[config.mk]
export PLATFORM = sky130hd
export DESIGN_NAME = stack_ptr_interlock
export DESIGN_NICKNAME = d
export VERILOG_FILES = /design/src/rtl/stack_ptr_interlock.sv
export SDC_FILE = /design/constraint.sdc
export NUM_CORES = 1
export LEC_CHECK = 0
export ABC_CLOCK_PERIOD_IN_PS = 2000
export BUFFER_PORTS_ARGS = -buffer_cell sky130_fd_sc_hd__buf_2
export CAP_MARGIN = 20
export CORE_ASPECT_RATIO = 1.1
export CORE_MARGIN = 1
export CORE_UTILIZATION = 50
export CTS_BUF_LIST = sky130_fd_sc_hd__clkbuf_16
export CTS_CLUSTER_DIAMETER = 40
export DETAILED_ROUTE_END_ITERATION = 16
export GPL_ROUTABILITY_DRIVEN = 0
export PLACE_DENSITY = 0.82
export SYNTH_ARGS = -nofsm -noshare
export SYNTH_HDL_FRONTEND = slang
export SYNTH_SLANG_ARGS = --single-unit
[constraint.sdc]
create_clock -name clk -period 2 [get_ports clk]
set_clock_uncertainty 0.05 [all_clocks]
set_input_delay 0.1 -clock clk [delete_from_list [all_inputs] [get_ports clk]]
set_output_delay 0.1 -clock clk [all_outputs]
set_load 0.02 [all_outputs]
[src/rtl/stack_ptr_interlock.sv]
module stack_ptr_interlock #(
  parameter int WSP_W = 10,
  parameter int NSP_W = 8,
  parameter logic [WSP_W-1:0] WIN_LO = 'h100,
  parameter logic [WSP_W-1:0] WIN_HI = 'h1FF
) (
  input  logic             clk,
  input  logic             rst_n,
  input  logic             wsp_wr,
  input  logic [WSP_W-1:0] wsp_wdata,
  input  logic             nsp_wr,
  input  logic [NSP_W-1:0] nsp_wdata,
  input  logic             wsp_push,
  input  logic             wsp_pop,
  input  logic             nsp_push,
  input  logic             nsp_pop,
  output logic [WSP_W-1:0] wsp,
  output logic [NSP_W-1:0] nsp,
  output logic [WSP_W-1:0] wsp_addr,
  output logic [NSP_W-1:0] nsp_addr,
  output logic             wsp_range_err,
  output logic             irq_permit
);

  localparam logic [WSP_W-1:0] W_ONE = 1;
  localparam logic [NSP_W-1:0] N_ONE = 1;

  logic w_seen, n_seen;
  logic paired;
  logic w_op;

  assign paired     = w_seen & n_seen;
  assign irq_permit = paired;

  assign wsp_addr = wsp_push ? wsp - W_ONE : wsp;
  assign nsp_addr = nsp_push ? nsp - N_ONE : nsp;

  assign w_op          = (wsp_push | wsp_pop) & ~wsp_wr;
  assign wsp_range_err = w_op & ((wsp_addr < WIN_LO) | (wsp_addr > WIN_HI));

  always_ff @(posedge clk) begin
    if (!rst_n) begin
      wsp <= '0;
      nsp <= '0;
    end else begin
      if (wsp_wr)        wsp <= wsp_wdata;
      else if (wsp_push) wsp <= wsp - W_ONE;
      else if (wsp_pop)  wsp <= wsp + W_ONE;
      if (nsp_wr)        nsp <= nsp_wdata;
      else if (nsp_push) nsp <= nsp - N_ONE;
      else if (nsp_pop)  nsp <= nsp + N_ONE;
    end
  end

  always_ff @(posedge clk) begin
    if (!rst_n) begin
      w_seen <= 1'b0;
      n_seen <= 1'b0;
    end else begin
      if (wsp_wr)                w_seen <= 1'b1;
      else if (nsp_wr && paired) w_seen <= 1'b0;
      if (nsp_wr)                n_seen <= 1'b1;
      else if (wsp_wr && paired) n_seen <= 1'b0;
    end
  end

  a_r1_reset_state: assert property (@(posedge clk)
    !rst_n |=> (wsp == '0 && nsp == '0 && !irq_permit));

  a_r2_wsp_push_wrap: assert property (@(posedge clk) disable iff (!rst_n)
    (!wsp_wr && wsp_push) |=> wsp == $past(wsp) - W_ONE);

  a_r3_nsp_pop_step: assert property (@(posedge clk) disable iff (!rst_n)
    (!nsp_wr && !nsp_push && nsp_pop) |=> nsp == $past(nsp) + N_ONE);

  a_r4_permit_rises_on_write: assert property (@(posedge clk) disable iff (!rst_n)
    $rose(irq_permit) |-> $past(wsp_wr || nsp_wr));

  a_r5_single_rewrite_masks: assert property (@(posedge clk) disable iff (!rst_n)
    (irq_permit && (wsp_wr != nsp_wr)) |=> !irq_permit);

  a_r6_pair_write_permits: assert property (@(posedge clk) disable iff (!rst_n)
    (wsp_wr && nsp_wr) |=> irq_permit);

  a_r8_strobes_keep_permit: assert property (@(posedge clk) disable iff (!rst_n)
    (!wsp_wr && !nsp_wr) |=> $stable(irq_permit));

  a_r9_write_wins: assert property (@(posedge clk) disable iff (!rst_n)
    wsp_wr |=> wsp == $past(wsp_wdata));

  a_r10_err_needs_strobe: assert property (@(posedge clk) disable iff (!rst_n)
    wsp_range_err |-> ((wsp_push || wsp_pop) && !wsp_wr));

endmodule

* Word level (Yosys, flattened, before mapping) *
Cells that the tools add are included.

cells by class
  reduce and logical (&&, ||, !) cells = 6
  magnitude comparators = 2
  add/subtract/negate cells = 4
  bitwise operators = 6
  muxes and demuxes = 12

operator list
  kind                     number
  $mux W10                 4
  $mux W8                  4
  $add A10 B1 Y10 const B  1
  $gt A10 B9 Y1 const B    1
  $lt A10 B9 Y1 const B    1
  $sub A10 B1 Y10 const B  1
  $add A8 B1 Y8 const B    1
  $sub A8 B1 Y8 const B    1
  $reduce_bool A3 Y1       2
  $mux W1                  4
  $reduce_bool A2 Y1       2
  $and A1 B1 Y1            3
  $logic_and A1 B1 Y1      2
  $or A1 B1 Y1             2
  $not A1 Y1               1

word-level totals
  input port bits = 26
  output and inout bits = 38
  logic and storage cells = 34
  flip-flop bits (word level) = 20

* Depth between registers and ports, before layout *
Gate-level depths: netlist of run 1.

  word-level depth = 5
  gate-level depth with buffers = 8
  gate-level depth less buffers = 7

* Worst setup path before layout of run 1 *
No wires, ideal clock.

  kind = register to register
  from = reg wsp[1]
  to = reg wsp[4]
  required time = 1.835 ns
  stages on the path, launching flop included = 9
  arrival = 1.856 ns
  buffers on the path = 1
  slack = -0.021 ns
  clock period less this slack = 2.021 ns
  setup time = 0.115 ns
  cell sequence = dfxtp_1 -> clkbuf_1 -> inv_1 -> ha_1 -> and4bb_2 -> a41oi_1 -> xor2_1 -> o21ai_0 -> and2_1

between the ends
  cells in the longest elaborated chain, start to end = 4
  elaborated cells on any way between the ends = 5
  those cells by class = add/sub: 2; mux: 3

ends and longest elaborated chain
  what                    line  RTL
  start, declared         17    output logic [WSP_W-1:0] wsp,
  start signal, assigned  46    if (wsp_wr) wsp <= wsp_wdata;
  start signal, assigned  47    else if (wsp_push) wsp <= wsp - W_ONE;
  start signal, assigned  48    else if (wsp_pop) wsp <= wsp + W_ONE;
  $add A10 B1 Y10         48
  $mux W10                48
  $mux W10 (*)            47
  $mux W10 (*)            46

Every way passes the cells marked *; elsewhere a longest branch is shown, timed or not. The select of a mux whose other input is x is not followed.
A chain may end at the register's enable or synchronous reset.

* Worst setup path after layout of run 1 *
  from = reg wsp[3]
  to = out wsp_range_err

between the ends
  cells in the longest elaborated chain, start to end = 5
  elaborated cells on any way between the ends = 6
  those cells by class = add/sub: 1; order compare: 2; mux: 1; bitwise: 2

ends and longest elaborated chain
  what                                                   line  RTL
  $sub A10 B1 Y10                                        35    assign wsp_addr = wsp_push ? wsp - W_ONE : wsp;
  $mux W10 (*)                                           35
  $lt A10 B9 Y1 / $gt A10 B9 Y1 (equally long branches)  39    assign wsp_range_err = w_op & ((wsp_addr < WIN_LO) | (wsp_addr > WIN_HI));
  $or A1 B1 Y1 (*)                                       39
  $and A1 B1 Y1 (*)                                      39
  end, declared                                          21    output logic wsp_range_err,

Every way passes the cells marked *; elsewhere a longest branch is shown, timed or not.

==> results of run 1 <==
critical path, cell delays in order, from the launching register on:
cell and delay, ns:
dfxtp_4 0.38, nor3_4 0.20, nand4_4 0.15, nor4b_4 0.34, xnor2_2 0.12, a211oi_2 0.19, buf_4 0.17
final timing paths:
check	endpoint	from
worst max-delay path	wsp_range_err	wsp[3]
worst min-delay path	nsp[7]	nsp_wdata[7]
worst max register to register	nsp[4]	nsp[1]
worst min register to register	w_seen	w_seen
report_power, final:
group / internal [mW] / switching (mW) / total [mW]
clock network: 0.264 / 0.147 / 0.411
logic: 0.257 / 0.354 / 0.611
registers: 0.436 / 0.0629 / 0.498
total: 0.956 / 0.564 / 1.52
final cells by class:
class | count | area [um^2]
flip-flops and latches | 20 | 407
well taps | 48 | 60.1
multi-input cells | 170 | 1200
inverters | 9 | 33.8
fillers | 304 | 1180
clock buffers | 3 | 75.1
repair buffers | 71 | 378
per-layer routing:
layer  global-route usage, %  wire length (um)
met3                    4.05               246
met1                    26.7              1770
met2                    44.7              2140
met5                       0                 0
met4                    8.63                76
sequential cells by signal, summed over array words and instances (netlist names):
name and flops:
n_seen 1, nsp 8, w_seen 1, wsp 10
synth_stat cells (3+ instances only):
cell / n / area share, %
xor2_1: 14 / 7.1
clkbuf_1: 6 / 1.3
a21oi_1: 13 / 3.7
nand2_1: 17 / 3.7
ha_1: 4 / 2.9
nand2b_1: 3 / 1.1
inv_1: 8 / 1.7
and3_1: 3 / 1.1
a211oi_1: 4 / 1.7
dfxtp_1: 20 / 23
a41oi_1: 4 / 2.0
nor2b_1: 8 / 2.9
nor2_1: 13 / 2.8
and2_1: 10 / 3.6
o21ai_0: 11 / 3.2
xnor2_1: 14 / 7.1
nand3_1: 14 / 4.0
clkbuf_8: 3 / 2.4
o21ai_1: 4 / 1.2
cell families after synthesis:
logic type | Yosys count | synth area share (%)
AND/OR/NAND/NOR | 85 | 31.1
flip-flops | 20 | 23.0
adder cells (fa/ha/maj) | 4 | 2.88
AO/OA/AOI/OAI | 53 | 20.0
XOR/XNOR | 28 | 14.1
buffers and inverters | 26 | 8.92
repair_timing:
item	in CTS	in global routing
hold buffers	0	0
pin swaps	1	2
endpoints found under the hold margin	0	0
gates resized for setup	1	7
buffers inserted	1	2
endpoints found under the setup margin	1	1
through the flow:
| stage | instances | worst slack [ns] | power [mW] | area [um^2] | TNS (ns) |
|---|---|---|---|---|---|
| 2_1_floorplan | 216 | 0.0348 | 0.933 | 1740 | 0 |
| 3_3_place_gp | 315 | 0.240 | 1.08 | 2030 | 0 |
| 3_5_place_dp | 315 | 0.184 | 1.09 | 2030 | 0 |
| 4_1_cts | 319 | 0.0319 | 1.51 | 2110 | 0 |
| 5_1_grt | 321 | -0.00837 | 1.60 | 2150 | -0.00837 |
| 6_report | 321 | 0.0510 | 1.52 | 2150 | 0 |
==> impl_metrics.tcl, run 1 <==
set metrics [dict create \
    cts-root-buf "clkbuf_16" \
    grt.total_usage_pct 24.0 \
    grt-ovfl-total 0 \
    max_freq_ghz 0.513 \
    diodes 0 \
    final_cell_mix "buf_2 (62), nand2_1 (17), dfxtp_1 (17)" \
    cp_max_fo 8 \
    wl_um 4230 \
    synthCells 216 \
    final_antenna_net_count 0 \
    vias_per_cell 5.44 \
    first_pass_iters 4 \
    period_share_pct 97.5 \
    cts_tree "yes" \
    rows 22 \
    syn-num-nets 246 \
    drv_slew 0 \
    power-per-cell-area_mw_per_mm2 707 \
    ios 64 \
    insertion_delay_ns 0.25 \
    clkTransAtPathRegs_ns 0.06 \
    htreeDepth 1 \
    grt_max_degree 24 \
    area_growth_syn_to_layout_pct 23.6 \
    hold_depth 3 \
    cts_buffers 3 \
    drt_iter0_markers 111 \
    dieHeight_um 63.9 \
    synth.distinct_cells 51 \
    setup_violations 0 \
    dpl.hpwl_um 3150 \
    syn_area_per_cell_um2 8.05 \
    crit_type "reg -> out" \
    seq_area_frac_synth_pct 23.0 \
    grt_pass1_wl_um 7020 \
    worst_pin_slew_ns 0.402 \
    cap_viol_max_count 0 \
    slew_headroom_pct 73.2 \
    rr_worst_depth 7 \
    critPathArrivalTime_ns 1.80 \
    status "complete, no violations" \
    end_kind "output pin" \
    num_vias 1747 \
    rsz0062_at_grt "true" \
    ys_ff_latch 20 \
    hold_violations 0 \
    wl_per_cell_um 13.2 \
    ys.flop_type "dfxtp_1" \
    finish.utilization_pct 64.5 \
    clock_path_buffers 2 \
    reg2reg_slack_ns 0.23 \
    synth_edf_count 0 \
    min_path_type "in -> reg" \
    first_global_vias 1647 \
    cts.sinks 20 \
    final_common_cell "buf_2" \
    drive_above_1_share_pct 34.1 \
    core_mm2 0.00333 \
    die_x_um 58.2 \
    leakage_nw 0.996 \
    numPortBuffers 63 \
    post-route-drc-count 0 \
    hold_ws_ns 0.0362 \
    yosys_warnings 0 \
    start_util_pct 52.2 \
    period_needed_ns 1.95 \
    required_ns 1.85 \
    synthArstFlopShare_pct 0 \
    ir_worst_vdd_mv 0.430 \
    syn_area_mm2 0.00174 \
    antenna_found_initial 0 \
    startpoint_type "flop" \
    layout.nets 305 \
    die-area_mm2 0.00372 \
]
No activity file was read; power rests on OpenSTA's default activity.
==> run 2, diff against run 1 <==
==> config.mk (replaced) <==
export PLATFORM = sky130hd
export DESIGN_NAME = stack_ptr_interlock
export DESIGN_NICKNAME = d
export VERILOG_FILES = /design/src/rtl/stack_ptr_interlock.sv
export SDC_FILE = /design/constraint.sdc
export NUM_CORES = 1
export LEC_CHECK = 0
export ABC_CLOCK_PERIOD_IN_PS = 2500
export BUFFER_PORTS_ARGS = -buffer_cell sky130_fd_sc_hd__buf_2
export CAP_MARGIN = 20
export CORE_ASPECT_RATIO = 1.1
export CORE_MARGIN = 1
export CORE_UTILIZATION = 54
export CTS_BUF_LIST = sky130_fd_sc_hd__clkbuf_16
export CTS_CLUSTER_DIAMETER = 40
export DETAILED_ROUTE_END_ITERATION = 16
export GPL_ROUTABILITY_DRIVEN = 0
export PLACE_DENSITY = 0.87
export RECOVER_POWER = 25
export SYNTH_ARGS = -nofsm -noshare
export SYNTH_HDL_FRONTEND = slang
export SYNTH_SLANG_ARGS = --single-unit
==> constraint.sdc (replaced) <==
create_clock -name clk -period 2.5 [get_ports clk]
set_clock_uncertainty 0.05 [all_clocks]
set_input_delay 0.5 -clock clk [delete_from_list [all_inputs] [get_ports clk]]
set_output_delay 0.5 -clock clk [all_outputs]
set_load 0.02 [all_outputs]
==> impl_metrics.tcl, run 2 (synthesized netlist as in run 1, its figures left out) <==
set metrics [dict create \
    power_frac_comb_pct 39.0 \
    status "complete, no violations" \
    post-route-drc-count 0 \
    drt_iter0_markers 55 \
    first_pass_iters 4 \
    vias_per_cell 5.63 \
    final_cell_mix "buf_2 (51), dfxtp_1 (18), nand2_1 (17)" \
    cts_tree "yes" \
    final_antenna_net_count 0 \
    drive_above_1_share_pct 28.3 \
    leakage_nw 0.943 \
    drv_slew 0 \
    period_needed_ns 2.41 \
    dpl_worst_slack_ns 0.241 \
    ir_worst_vdd_mv 0.447 \
    max_freq_ghz 0.416 \
    cts-root-buf "clkbuf_16" \
    slew_headroom_pct 58.9 \
    num_vias 1724 \
    p_int_mw 0.756 \
    ios 64 \
    dr_wl_met2_um 2080 \
    finish.utilization_pct 68.8 \
    cap_viol_max_count 0 \
    end_kind "output pin" \
    cts_buffers 3 \
    first_global_vias 1523 \
    diodes 0 \
    hold_depth 3 \
    grt_pass1_wl_um 6710 \
    start_util_pct 57.1 \
    antenna_found_initial 0 \
    min_path_type "in -> reg" \
    cp_max_fo 6 \
    dpl.hpwl_um 3150 \
    rr_worst_depth 7 \
    worstPathCellList "nor4_4 > and2_4 > nand3_1 > xnor2_1 > a211oi_2 > buf_4" \
    r2r_start "nsp[0]" \
    grt_max_degree 24 \
    clock_path_buffers 2 \
    layout.nets 303 \
    setup_violations 0 \
    hold_violations 0 \
    rows 21 \
    crit_family "simple AND/OR/NAND/NOR gates" \
    p_sw_mw 0.449 \
    period_share_pct 96.2 \
    worst_pin_slew_ns 0.617 \
    core_mm2 0.00305 \
    cts.sinks 20 \
    seqPwrFrac_pct 33.5 \
    setup_tns_ns 0 \
    grt-ovfl-total 0 \
    htreeDepth 1 \
    clkTransAtPathRegs_ns 0.06 \
    wl_um 4170 \
    die_x_um 56.1 \
    startpoint_type "flop" \
    routed.top_layer "met4" \
    wl_met1_um 1870 \
    largest_register_ffs 10 \
    total_power_mw 1.20 \
    dieHeight_um 61.5 \
    min_from "nsp_wdata[7]" \
    insertion_delay_ns 0.25 \
    crit_type "reg -> out" \
    rsz0062_at_grt "false" \
    startpoint "wsp[4]" \
    top_register "wsp" \
    power-per-cell-area_mw_per_mm2 575 \
    required_ns 1.95 \
    grt.total_usage_pct 24.7 \
    cp_slowest_cell "dfxtp_1" \
    final_common_cell "buf_2" \
    worst_slack_ns 0.0946 \
    path_buf_inv 1 \
    holdBufCountCts 0 \
    critPathArrivalTime_ns 1.86 \
    pwr-share-clk_pct 27.5 \
    wl_per_cell_um 13.6 \
    numPortBuffers 63 \
    crit_path_max_incr_delay_ns 0.42 \
    dr_wl_met3_um 176 \
    die-area_mm2 0.00345 \
    cp.depth 6 \
    reg.largest.list "wsp (10), nsp (8)" \
    area_growth_syn_to_layout_pct 20.5 \
    p_sw_share_pct 37.3 \
]
## run 2: changes by cell type in the layout (fill, tap and decap cells not counted), sizes merged
cell    previous run  this run
buf               71        58
clkbuf             3        14
clkinv             0         1
## run 2: what timing repair did
item	4_1_cts	5_1_grt
setup buffers	0	1
cloned	0	0
gates resized for setup	0	5
pin swaps	1	1
endpoints found under the setup margin	1	1
## run 2: layout make-up
type | count | area (um^2)
Clock buffer | 3 | 75.1
Clock inverter | 1 | 3.75
Fill cell | 281 | 952
Inverter | 9 | 33.8
Multi-Input combinational cell | 170 | 1190
Sequential cell | 20 | 405
Tap cell | 34 | 42.5
Timing Repair Buffer | 69 | 349
## run 2: worst reg2reg max path: cells and delay by family (launching register included)
kind | cells | cell delay (ns)
AOI/OAI and AO/OA | 2 | 0.29
xor gates and xnor gates | 1 | 0.16
adders and majority gates | 1 | 0.23
buffers and inverters | 1 | 0.12
DFF | 1 | 0.50
and+or+nand+nor | 2 | 0.43
## run 2: power by group through the flow
stage	Combinational, mW	Sequential, mW	Clock (mW)
floorplan	0.329	0.416	0
global placement	0.456	0.406	0
detailed placement	0.466	0.408	0
CTS	0.468	0.402	0.338
global route	0.511	0.408	0.353
finish	0.470	0.403	0.331
## run 2: path summary, 6_finish.rpt
path,endpoint,slack [ns]
setup / recovery,wsp_range_err,0.09
hold / removal,nsp[7],0.43
setup reg to reg,nsp[4],0.61
hold reg to reg,n_seen,0.47
## run 2: routing by layer
layer | vias to the layer above | GRT usage (%)
met1 | 797 | 28.7
met5 | - | 0
met2 | 56 | 47.1
met3 | 4 | 3.15
li1 | 867 | -
met4 | 0 | 9.76
## run 2: stage by stage
stage          area, um^2  hold WS (ns)  cells
5_1_grt              2100         0.484    306
3_3_place_gp         2010         0.460    301
6_report             2100         0.433    306
4_1_cts              2090         0.432    305
3_5_place_dp         2010         0.470    301
2_1_floorplan        1740         0.440    216
